--- config.mk ---
export PLATFORM = sky130hd
export DESIGN_NAME = physeq_top
export DESIGN_NICKNAME = d
export VERILOG_FILES = /design/src/rtl/physeq_pkg.sv /design/src/rtl/physeq_steps.sv /design/src/rtl/physeq_rmw.sv /design/src/rtl/physeq_wait.sv /design/src/rtl/physeq_top.sv
export SDC_FILE = /design/constraint.sdc
export NUM_CORES = 1
export LEC_CHECK = 0
export BUFFER_PORTS_ARGS = -buffer_cell sky130_fd_sc_hd__buf_4
export CAP_MARGIN = 20
export CORE_ASPECT_RATIO = 1.4
export CORE_MARGIN = 5
export CORE_UTILIZATION = 55
export CTS_CLUSTER_SIZE = 28
export DETAILED_ROUTE_END_ITERATION = 7
export MAX_ROUTING_LAYER = met4
export PLACE_DENSITY_LB_ADDON = 0.25
export SLEW_MARGIN = 25
export SYNTH_ARGS = -nofsm -noshare
export SYNTH_HDL_FRONTEND = slang
export SYNTH_HIERARCHICAL = 1
export SYNTH_SLANG_ARGS = --single-unit
--- constraint.sdc ---
create_clock -name clk -period 3 [get_ports clk]
set_clock_uncertainty 0.2 [all_clocks]
set_input_delay 0.45 -clock clk [delete_from_list [all_inputs] [get_ports clk]]
set_output_delay 0.45 -clock clk [all_outputs]
set_load 0.02 [all_outputs]
--- src/rtl/physeq_pkg.sv ---
package physeq_pkg;
  localparam int PART_W = 3;
  localparam int OFF_W  = 5;
  localparam int REG_W  = 8;
  localparam int RADDR_W = PART_W + OFF_W;
  localparam int BUS_AW  = RADDR_W + 2;

  localparam logic [PART_W-1:0] P_ANA  = 3'd0;
  localparam logic [PART_W-1:0] P_DIG  = 3'd1;
  localparam logic [PART_W-1:0] P_LVDS = 3'd7;

  typedef enum logic [1:0] {SEQ_SERIAL, SEQ_LVDS, SEQ_OFF} seq_e;
  typedef enum logic [1:0] {OP_END, OP_RMW, OP_WAIT_RST, OP_WAIT_SETTLE} op_e;
  typedef enum logic [1:0] {T_IDLE, T_STEP, T_RMW, T_TMR} top_st_e;
  typedef enum logic [1:0] {B_IDLE, B_RD, B_WR} bus_st_e;

  typedef struct packed {
    op_e               op;
    logic [PART_W-1:0] part;
    logic [OFF_W-1:0]  off;
    logic [REG_W-1:0]  mask;
    logic [REG_W-1:0]  data;
  } step_t;

  function automatic step_t mk(op_e op, logic [PART_W-1:0] part,
                               logic [OFF_W-1:0] off, logic [REG_W-1:0] mask,
                               logic [REG_W-1:0] data);
    step_t s;
    s.op = op; s.part = part; s.off = off; s.mask = mask; s.data = data;
    return s;
  endfunction
endpackage

--- src/rtl/physeq_steps.sv ---
module physeq_steps
  import physeq_pkg::*;
#(
  parameter int IDX_W = 5,
  parameter int LVDS_PREDIV = 2,
  parameter int LVDS_FBDIV  = 28
) (
  input  seq_e             seq,
  input  logic [IDX_W-1:0] idx,
  input  logic [4:0]       prediv,
  input  logic [8:0]       fbdiv,
  output step_t            step
);
  localparam logic [8:0] LV_FB = 9'(LVDS_FBDIV);
  localparam logic [4:0] LV_PD = 5'(LVDS_PREDIV);

  always_comb begin
    step = mk(OP_END, '0, '0, '0, '0);
    if (idx == IDX_W'(0) && seq != SEQ_OFF)
      step = mk(OP_RMW, P_ANA, 5'd0, 8'h80, 8'h00);
    else if (idx == IDX_W'(1) && seq != SEQ_OFF)
      step = mk(OP_RMW, P_ANA, 5'd0, 8'h03, 8'h01);
    else begin
      case (seq)
        SEQ_SERIAL: begin
          case (idx)
            IDX_W'(2):  step = mk(OP_RMW, P_LVDS, 5'd3, 8'h07, 8'h01);
            IDX_W'(3):  step = mk(OP_RMW, P_ANA, 5'd3, 8'h1F, {3'b000, prediv});
            IDX_W'(4):  step = mk(OP_RMW, P_ANA, 5'd3, 8'h20, {2'b00, fbdiv[8], 5'b0});
            IDX_W'(5):  step = mk(OP_RMW, P_ANA, 5'd4, 8'hFF, fbdiv[7:0]);
            IDX_W'(6):  step = mk(OP_RMW, P_ANA, 5'd1, 8'h03, 8'h00);
            IDX_W'(7):  step = mk(OP_RMW, P_ANA, 5'd1, 8'h04, 8'h04);
            IDX_W'(8):  step = mk(OP_WAIT_RST, '0, '0, '0, '0);
            IDX_W'(9):  step = mk(OP_RMW, P_ANA, 5'd1, 8'h04, 8'h00);
            IDX_W'(10): step = mk(OP_RMW, P_DIG, 5'd0, 8'h01, 8'h00);
            IDX_W'(11): step = mk(OP_WAIT_RST, '0, '0, '0, '0);
            IDX_W'(12): step = mk(OP_RMW, P_DIG, 5'd0, 8'h01, 8'h01);
            IDX_W'(13): step = mk(OP_RMW, P_ANA, 5'd0, 8'h7C, 8'h7C);
            default:    step = mk(OP_END, '0, '0, '0, '0);
          endcase
        end
        SEQ_LVDS: begin
          case (idx)
            IDX_W'(2):  step = mk(OP_RMW, P_ANA, 5'd8, 8'h10, 8'h10);
            IDX_W'(3):  step = mk(OP_RMW, P_LVDS, 5'd3, 8'h07, 8'h02);
            IDX_W'(4):  step = mk(OP_RMW, P_ANA, 5'd3, 8'h1F, {3'b000, LV_PD});
            IDX_W'(5):  step = mk(OP_RMW, P_ANA, 5'd3, 8'h20, {2'b00, LV_FB[8], 5'b0});
            IDX_W'(6):  step = mk(OP_RMW, P_ANA, 5'd4, 8'hFF, LV_FB[7:0]);
            IDX_W'(7):  step = mk(OP_RMW, P_LVDS, 5'd8, 8'hFF, 8'hFC);
            IDX_W'(8):  step = mk(OP_RMW, P_LVDS, 5'd11, 8'h05, 8'h00);
            IDX_W'(9):  step = mk(OP_WAIT_SETTLE, '0, '0, '0, '0);
            IDX_W'(10): step = mk(OP_RMW, P_LVDS, 5'd0, 8'h04, 8'h00);
            IDX_W'(11): step = mk(OP_WAIT_RST, '0, '0, '0, '0);
            IDX_W'(12): step = mk(OP_RMW, P_LVDS, 5'd0, 8'h04, 8'h04);
            IDX_W'(13): step = mk(OP_RMW, P_LVDS, 5'd1, 8'h80, 8'h80);
            IDX_W'(14): step = mk(OP_RMW, P_LVDS, 5'd11, 8'hF8, 8'hF8);
            default:    step = mk(OP_END, '0, '0, '0, '0);
          endcase
        end
        default: begin
          case (idx)
            IDX_W'(0): step = mk(OP_RMW, P_ANA, 5'd0, 8'h7C, 8'h00);
            IDX_W'(1): step = mk(OP_RMW, P_ANA, 5'd1, 8'h03, 8'h03);
            IDX_W'(2): step = mk(OP_RMW, P_ANA, 5'd0, 8'h03, 8'h02);
            IDX_W'(3): step = mk(OP_RMW, P_ANA, 5'd0, 8'h80, 8'h80);
            IDX_W'(4): step = mk(OP_RMW, P_LVDS, 5'd11, 8'hF8, 8'h00);
            IDX_W'(5): step = mk(OP_RMW, P_LVDS, 5'd1, 8'h80, 8'h00);
            IDX_W'(6): step = mk(OP_RMW, P_LVDS, 5'd11, 8'h05, 8'h05);
            default:   step = mk(OP_END, '0, '0, '0, '0);
          endcase
        end
      endcase
    end
  end
endmodule

--- src/rtl/physeq_rmw.sv ---
module physeq_rmw
  import physeq_pkg::*;
(
  input  logic              clk,
  input  logic              rst,
  input  logic              start,
  input  logic [PART_W-1:0] part,
  input  logic [OFF_W-1:0]  off,
  input  logic [REG_W-1:0]  mask,
  input  logic [REG_W-1:0]  data,
  output logic              fin,
  output logic              bus_req,
  output logic              bus_we,
  output logic [BUS_AW-1:0] bus_addr,
  output logic [REG_W-1:0]  bus_wdata,
  input  logic [REG_W-1:0]  bus_rdata,
  input  logic              bus_ready
);
  bus_st_e          st;
  logic [REG_W-1:0] mask_q, data_q;

  always_ff @(posedge clk) begin
    if (rst) begin
      st        <= B_IDLE;
      bus_req   <= 1'b0;
      bus_we    <= 1'b0;
      bus_addr  <= '0;
      bus_wdata <= '0;
      mask_q    <= '0;
      data_q    <= '0;
      fin       <= 1'b0;
    end else begin
      fin <= 1'b0;
      case (st)
        B_IDLE: if (start) begin
          bus_addr <= {part, off, 2'b00};
          mask_q   <= mask;
          data_q   <= data;
          bus_we   <= 1'b0;
          bus_req  <= 1'b1;
          st       <= B_RD;
        end
        B_RD: if (bus_ready) begin
          bus_wdata <= (bus_rdata & ~mask_q) | (data_q & mask_q);
          bus_we    <= 1'b1;
          st        <= B_WR;
        end
        B_WR: if (bus_ready) begin
          bus_req <= 1'b0;
          bus_we  <= 1'b0;
          fin     <= 1'b1;
          st      <= B_IDLE;
        end
        default: st <= B_IDLE;
      endcase
    end
  end

  // a pending request is held unchanged until accepted
  a_r11_req_hold: assert property (@(posedge clk) disable iff (rst)
    (bus_req && !bus_ready) |=> (bus_req && $stable(bus_addr) && $stable(bus_we) && $stable(bus_wdata)));
  // an accepted read is followed by a write to the same address
  a_r2_write_follows_read: assert property (@(posedge clk) disable iff (rst)
    (bus_req && bus_ready && !bus_we) |=> (bus_req && bus_we && $stable(bus_addr)));
  // byte address is word aligned
  a_r1_aligned: assert property (@(posedge clk) disable iff (rst)
    bus_req |-> (bus_addr[1:0] == 2'b00));
endmodule

--- src/rtl/physeq_wait.sv ---
module physeq_wait #(
  parameter int CNT_W = 15
) (
  input  logic             clk,
  input  logic             rst,
  input  logic             start,
  input  logic [CNT_W-1:0] load,
  input  logic             tick,
  output logic             fin
);
  logic [CNT_W-1:0] cnt;
  logic             active;

  always_ff @(posedge clk) begin
    if (rst) begin
      cnt    <= '0;
      active <= 1'b0;
      fin    <= 1'b0;
    end else begin
      fin <= 1'b0;
      if (start) begin
        cnt    <= load;
        active <= 1'b1;
      end else if (active) begin
        if (cnt == '0) begin
          active <= 1'b0;
          fin    <= 1'b1;
        end else if (tick) begin
          cnt <= cnt - 1'b1;
        end
      end
    end
  end

  // the wait cannot finish while ticks remain outstanding
  a_r5_no_early_finish: assert property (@(posedge clk) disable iff (rst)
    (active && cnt != '0) |=> !fin);
  a_r7_count_only_on_tick: assert property (@(posedge clk) disable iff (rst)
    (active && !tick && !start) |=> (cnt == $past(cnt)));
endmodule

--- src/rtl/physeq_top.sv ---
module physeq_top
  import physeq_pkg::*;
#(
  parameter int RESET_US  = 1,
  parameter int SETTLE_US = 20000,
  parameter int IDX_W     = 5
) (
  input  logic              clk,
  input  logic              rst,
  input  logic [1:0]        mode_sel,
  input  logic              pwr_on_req,
  input  logic              pwr_off_req,
  input  logic [4:0]        prediv_in,
  input  logic [8:0]        fbdiv_in,
  input  logic              us_tick,
  output logic              bus_req,
  output logic              bus_we,
  output logic [BUS_AW-1:0] bus_addr,
  output logic [REG_W-1:0]  bus_wdata,
  input  logic [REG_W-1:0]  bus_rdata,
  input  logic              bus_ready,
  output logic              busy,
  output logic              done,
  output logic              err
);
  localparam int MAX_US = (SETTLE_US > RESET_US) ? SETTLE_US : RESET_US;
  localparam int CNT_W  = $clog2(MAX_US + 1);
  localparam logic [CNT_W-1:0] RST_LOAD    = CNT_W'(RESET_US);
  localparam logic [CNT_W-1:0] SETTLE_LOAD = CNT_W'(SETTLE_US);

  top_st_e          st;
  seq_e             seq;
  logic [IDX_W-1:0] idx;
  logic [4:0]       prediv_q;
  logic [8:0]       fbdiv_q;
  step_t            step;
  logic             rmw_start, rmw_fin;
  logic             tmr_start, tmr_fin;
  logic [CNT_W-1:0] tmr_load;

  physeq_steps #(.IDX_W(IDX_W)) steps_i (
    .seq(seq), .idx(idx), .prediv(prediv_q), .fbdiv(fbdiv_q), .step(step)
  );

  physeq_rmw rmw_i (
    .clk(clk), .rst(rst), .start(rmw_start),
    .part(step.part), .off(step.off), .mask(step.mask), .data(step.data),
    .fin(rmw_fin), .bus_req(bus_req), .bus_we(bus_we), .bus_addr(bus_addr),
    .bus_wdata(bus_wdata), .bus_rdata(bus_rdata), .bus_ready(bus_ready)
  );

  physeq_wait #(.CNT_W(CNT_W)) wait_i (
    .clk(clk), .rst(rst), .start(tmr_start), .load(tmr_load),
    .tick(us_tick), .fin(tmr_fin)
  );

  always_ff @(posedge clk) begin
    if (rst) begin
      st        <= T_IDLE;
      seq       <= SEQ_SERIAL;
      idx       <= '0;
      prediv_q  <= '0;
      fbdiv_q   <= '0;
      busy      <= 1'b0;
      done      <= 1'b0;
      err       <= 1'b0;
      rmw_start <= 1'b0;
      tmr_start <= 1'b0;
      tmr_load  <= '0;
    end else begin
      done      <= 1'b0;
      err       <= 1'b0;
      rmw_start <= 1'b0;
      tmr_start <= 1'b0;
      case (st)
        T_IDLE: begin
          idx      <= '0;
          prediv_q <= prediv_in;
          fbdiv_q  <= fbdiv_in;
          if (pwr_on_req) begin
            if (mode_sel == 2'd0 || mode_sel == 2'd1) begin
              seq  <= (mode_sel == 2'd0) ? SEQ_SERIAL : SEQ_LVDS;
              busy <= 1'b1;
              st   <= T_STEP;
            end else begin
              done <= 1'b1;
              err  <= 1'b1;
            end
          end else if (pwr_off_req) begin
            seq  <= SEQ_OFF;
            busy <= 1'b1;
            st   <= T_STEP;
          end
        end
        T_STEP: begin
          case (step.op)
            OP_RMW: begin
              rmw_start <= 1'b1;
              st        <= T_RMW;
            end
            OP_WAIT_RST, OP_WAIT_SETTLE: begin
              tmr_load  <= (step.op == OP_WAIT_SETTLE) ? SETTLE_LOAD : RST_LOAD;
              tmr_start <= 1'b1;
              st        <= T_TMR;
            end
            default: begin
              busy <= 1'b0;
              done <= 1'b1;
              st   <= T_IDLE;
            end
          endcase
        end
        T_RMW: if (rmw_fin) begin
          idx <= idx + 1'b1;
          st  <= T_STEP;
        end
        T_TMR: if (tmr_fin) begin
          idx <= idx + 1'b1;
          st  <= T_STEP;
        end
        default: st <= T_IDLE;
      endcase
    end
  end

  // completion is a single-cycle pulse outside the busy window
  a_r10_done_pulse: assert property (@(posedge clk) disable iff (rst)
    done |=> !done);
  a_r10_done_not_busy: assert property (@(posedge clk) disable iff (rst)
    done |-> !busy);
  a_r10_no_bus_when_idle: assert property (@(posedge clk) disable iff (rst)
    !busy |-> !bus_req);
  // the error flag only appears on completion
  a_r9_err_with_done: assert property (@(posedge clk) disable iff (rst)
    err |-> done);
endmodule

==> impl_metrics.yaml <==
run_status:
  status: "finished, final reports clean"
pwr:
  power.clock.fraction: 0.410
  p_sw_frac: 0.286
  leakagePower_nw: 2.19
  irDropWorstVdd_v: 0.000421
  pwr-share-comb: 0.164
  p_switching_mw: 0.840
  internal_power_mw: 2.10
  power_frac_seq: 0.426
  power.density_nw_per_um2: 498
critical_path:
  critPathMaxStageDelay_ns: 0.43
  worst_path_most_repeated_cell: "a2111oi_0"
  worst-path-max-fanout: 6
  path_delay_family: "compound AO/OA/AOI/OAI gates"
  critical_path.slowest_cell: "o21ai_1"
  cp-end-kind: "register"
  arrival_ns: 2.61
  worstSetupPathType: "reg2reg"
  start_kind: "register"
  cp.required_ns: 2.99
  critPathBufInv: 2
  worstPathCellList: "inv_1, ha_1, and3b_1, a2111oi_0, buf_4, a2111oi_0, o21ai_1, nor2_1, a21oi_1, nor3_1"
detailed_routing:
  routed_wire_length_per_instance_um: 18.8
  drc: 0
  dr.pass1.iters: 8
  drt_iter0_drc: 382
  routed_via_density: 6.26
  vias: 5041
  drt-total-wl_um: 15100
  ant_nets: 0
place:
  finalWeightedCongestion: 0.986
  dp_hpwl_um: 11000
  dp_cells: 789
  portBuffers: 50
synth:
  ys_seq_area_frac: 0.328
  synth_common_cells: "nand2_1 (105), dfxtp_1 (84), a21oi_1 (72), nor2_1 (46), o21ai_0 (24)"
  synth_area_leaders: "dfxtp_1 (33%), nand2_1 (7.7%), a21oi_1 (7.0%)"
  synth_area_um2: 5130
  synth_largest_area_cell: "dfxtp_1"
  synth-main-ff-cell: "dfxtp_1"
  yosys_warnings: 6
  avgSynthCellArea_um2: 7.94
  synth_top_area_frac: 0.328
  synth_edf_count: 0
  yosysMostFrequentCell: "nand2_1"
  ys_ff_latch: 84
  postSynth.asyncResetShare: 0
  yosysUniqueCellTypes: 87
  netlist_instances: 646
floorplan:
  dieArea_um2: 11400
  num_rows: 41
  io_pins: 53
  start_util: 0.565
  die_h_um: 124
  die_x_um: 91.6
  core_area_um2: 9080
global_routing:
  grt.total_usage: 0.272
  antenna_found_initial: 0
  grt_max_degree: 78
  grt_overflow: 0
  grt_pass1_vias: 4937
  grt_pass1_wl_um: 24500
sta:
  tightest_slew_ns: 0.888
  tns_ns: 0
  period_minus_slack_ns: 2.63
  rsz0062_at_grt: "false"
  max_freq_mhz: 381
  hold_viol: 0
  period_share: 0.876
  relSlewSlack: 0.407
  setup_viol: 0
  slew_violations: 0
clocking:
  clkLatencyLatePin_ns: 0.34
  cts_sinks: 84
  cts-buffers-inserted: 9
  post_cts_buffers: 0
  clockBufferDepth: 2
  cts_resized: 0
  htree_levels: 3
  cts_hold_buf: 0
  path_clk_slew_ns: 0.06
  cts-root-buf: "clkbuf_16"
  tritoncts: "yes"
run:
  maxCapViolCount: 0
final_layout:
  n_antenna_cell: 0
  area_growth_pct: 14.9
  drive_gt1_frac: 0.193
  nets: 732
  stdcell_count: 805
min_path:
  hp-class: "in2reg"
==> worst reg2reg max path: stages, from the launching register on <==
cell       delay [ns]
dfxtp_1          0.33
inv_1            0.15
ha_1             0.21
and3b_1          0.19
a2111oi_0        0.42
buf_4            0.20
a2111oi_0        0.06
o21ai_1          0.43
nor2_1           0.08
a21oi_1          0.16
nor3_1           0.06
==> registers in the layout, indices dropped and copies added (netlist names), 5 cells and up <==
name             cells
wait_i/cnt          15
prediv_q             5
rmw_i/bus_wdata      8
rmw_i/data_q         8
idx                  5
fbdiv_q              9
rmw_i/bus_addr       8
rmw_i/mask_q         8
==> routing by layer <==
metal	GRT usage	vias up	wire length (µm)
met5	-	-	0
li1	-	2407	-
met1	0.304	2382	6010
met3	0.0411	56	709
met2	0.470	196	7720
met4	0.127	0	667
==> cells in the final DEF (no fill, tap or decap), drive strengths merged, types with 13 or more instances in the layout <==
cell / synthesis / final
a211oi: 15 / 15
nor3: 19 / 19
nand2: 110 / 110
inv: 20 / 21
nor2: 47 / 47
dfxtp: 84 / 84
buf: 30 / 77
o21ai: 26 / 26
a21oi: 73 / 73
nand2b: 13 / 13
==> layout make-up <==
class                           count  area (µm²)
Clock buffer                       11         233
Timing Repair Buffer               77         578
Sequential cell                    84        1680
Clock inverter                      5        85.1
Multi-Input combinational cell    500        3100
Inverter                           21        78.8
Fill cell                         814        3190
Tap cell                          107         134
==> kinds of logic (layout without fill, tap and decap cells) <==
logic type | count (synthesis) | in the layout | synth area share
buffers and inverters | 71 | 114 | 0.0740
other | 3 | 12 | 0.00220
XOR/XNOR | 5 | 5 | 0.00854
AO/OA/AOI/OAI | 188 | 188 | 0.251
multiplexers | 13 | 13 | 0.0256
adder cells (fa/ha/maj) | 9 | 9 | 0.0220
flip-flops | 84 | 84 | 0.328
AND/OR/NAND/NOR | 273 | 273 | 0.289
==> power by group through the flow <==
stage               Sequential [mW]  Clock, mW  Combinational (mW)
floorplan                      1.25          0               0.371
global placement               1.27          0               0.468
detailed placement             1.28          0               0.478
CTS                            1.25       1.22               0.481
global route                   1.26       1.26               0.533
finish                         1.25       1.20               0.482
==> final timing paths <==
| kind | to | cells after the start | from | slack, ns |
|---|---|---|---|---|
| setup / recovery | done | 10 | idx[1] | 0.37 |
| hold / removal | seq[1] | 2 | pwr_on_req | 0.13 |
| setup reg to reg | done | 10 | idx[1] | 0.37 |
| hold reg to reg | rmw_i/bus_addr[5] | 2 | rmw_i/bus_addr[5] | 0.26 |
==> metrics by stage <==
stage               worst slack [ns]  instance area [µm²]   util  hold slack [ns]  power (mW)
CTS                            0.243                 5890  0.649            0.126        2.95
global placement               0.339                 5570  0.614            0.243        1.74
detailed placement             0.264                 5570  0.614            0.247        1.75
global route                   0.121                 5890  0.649            0.129        3.05
floorplan                      0.318                 5160      -            0.231        1.62
finish                         0.373                 5890  0.649            0.130        2.94
Note: power is estimated with default switching activity, not from simulation.
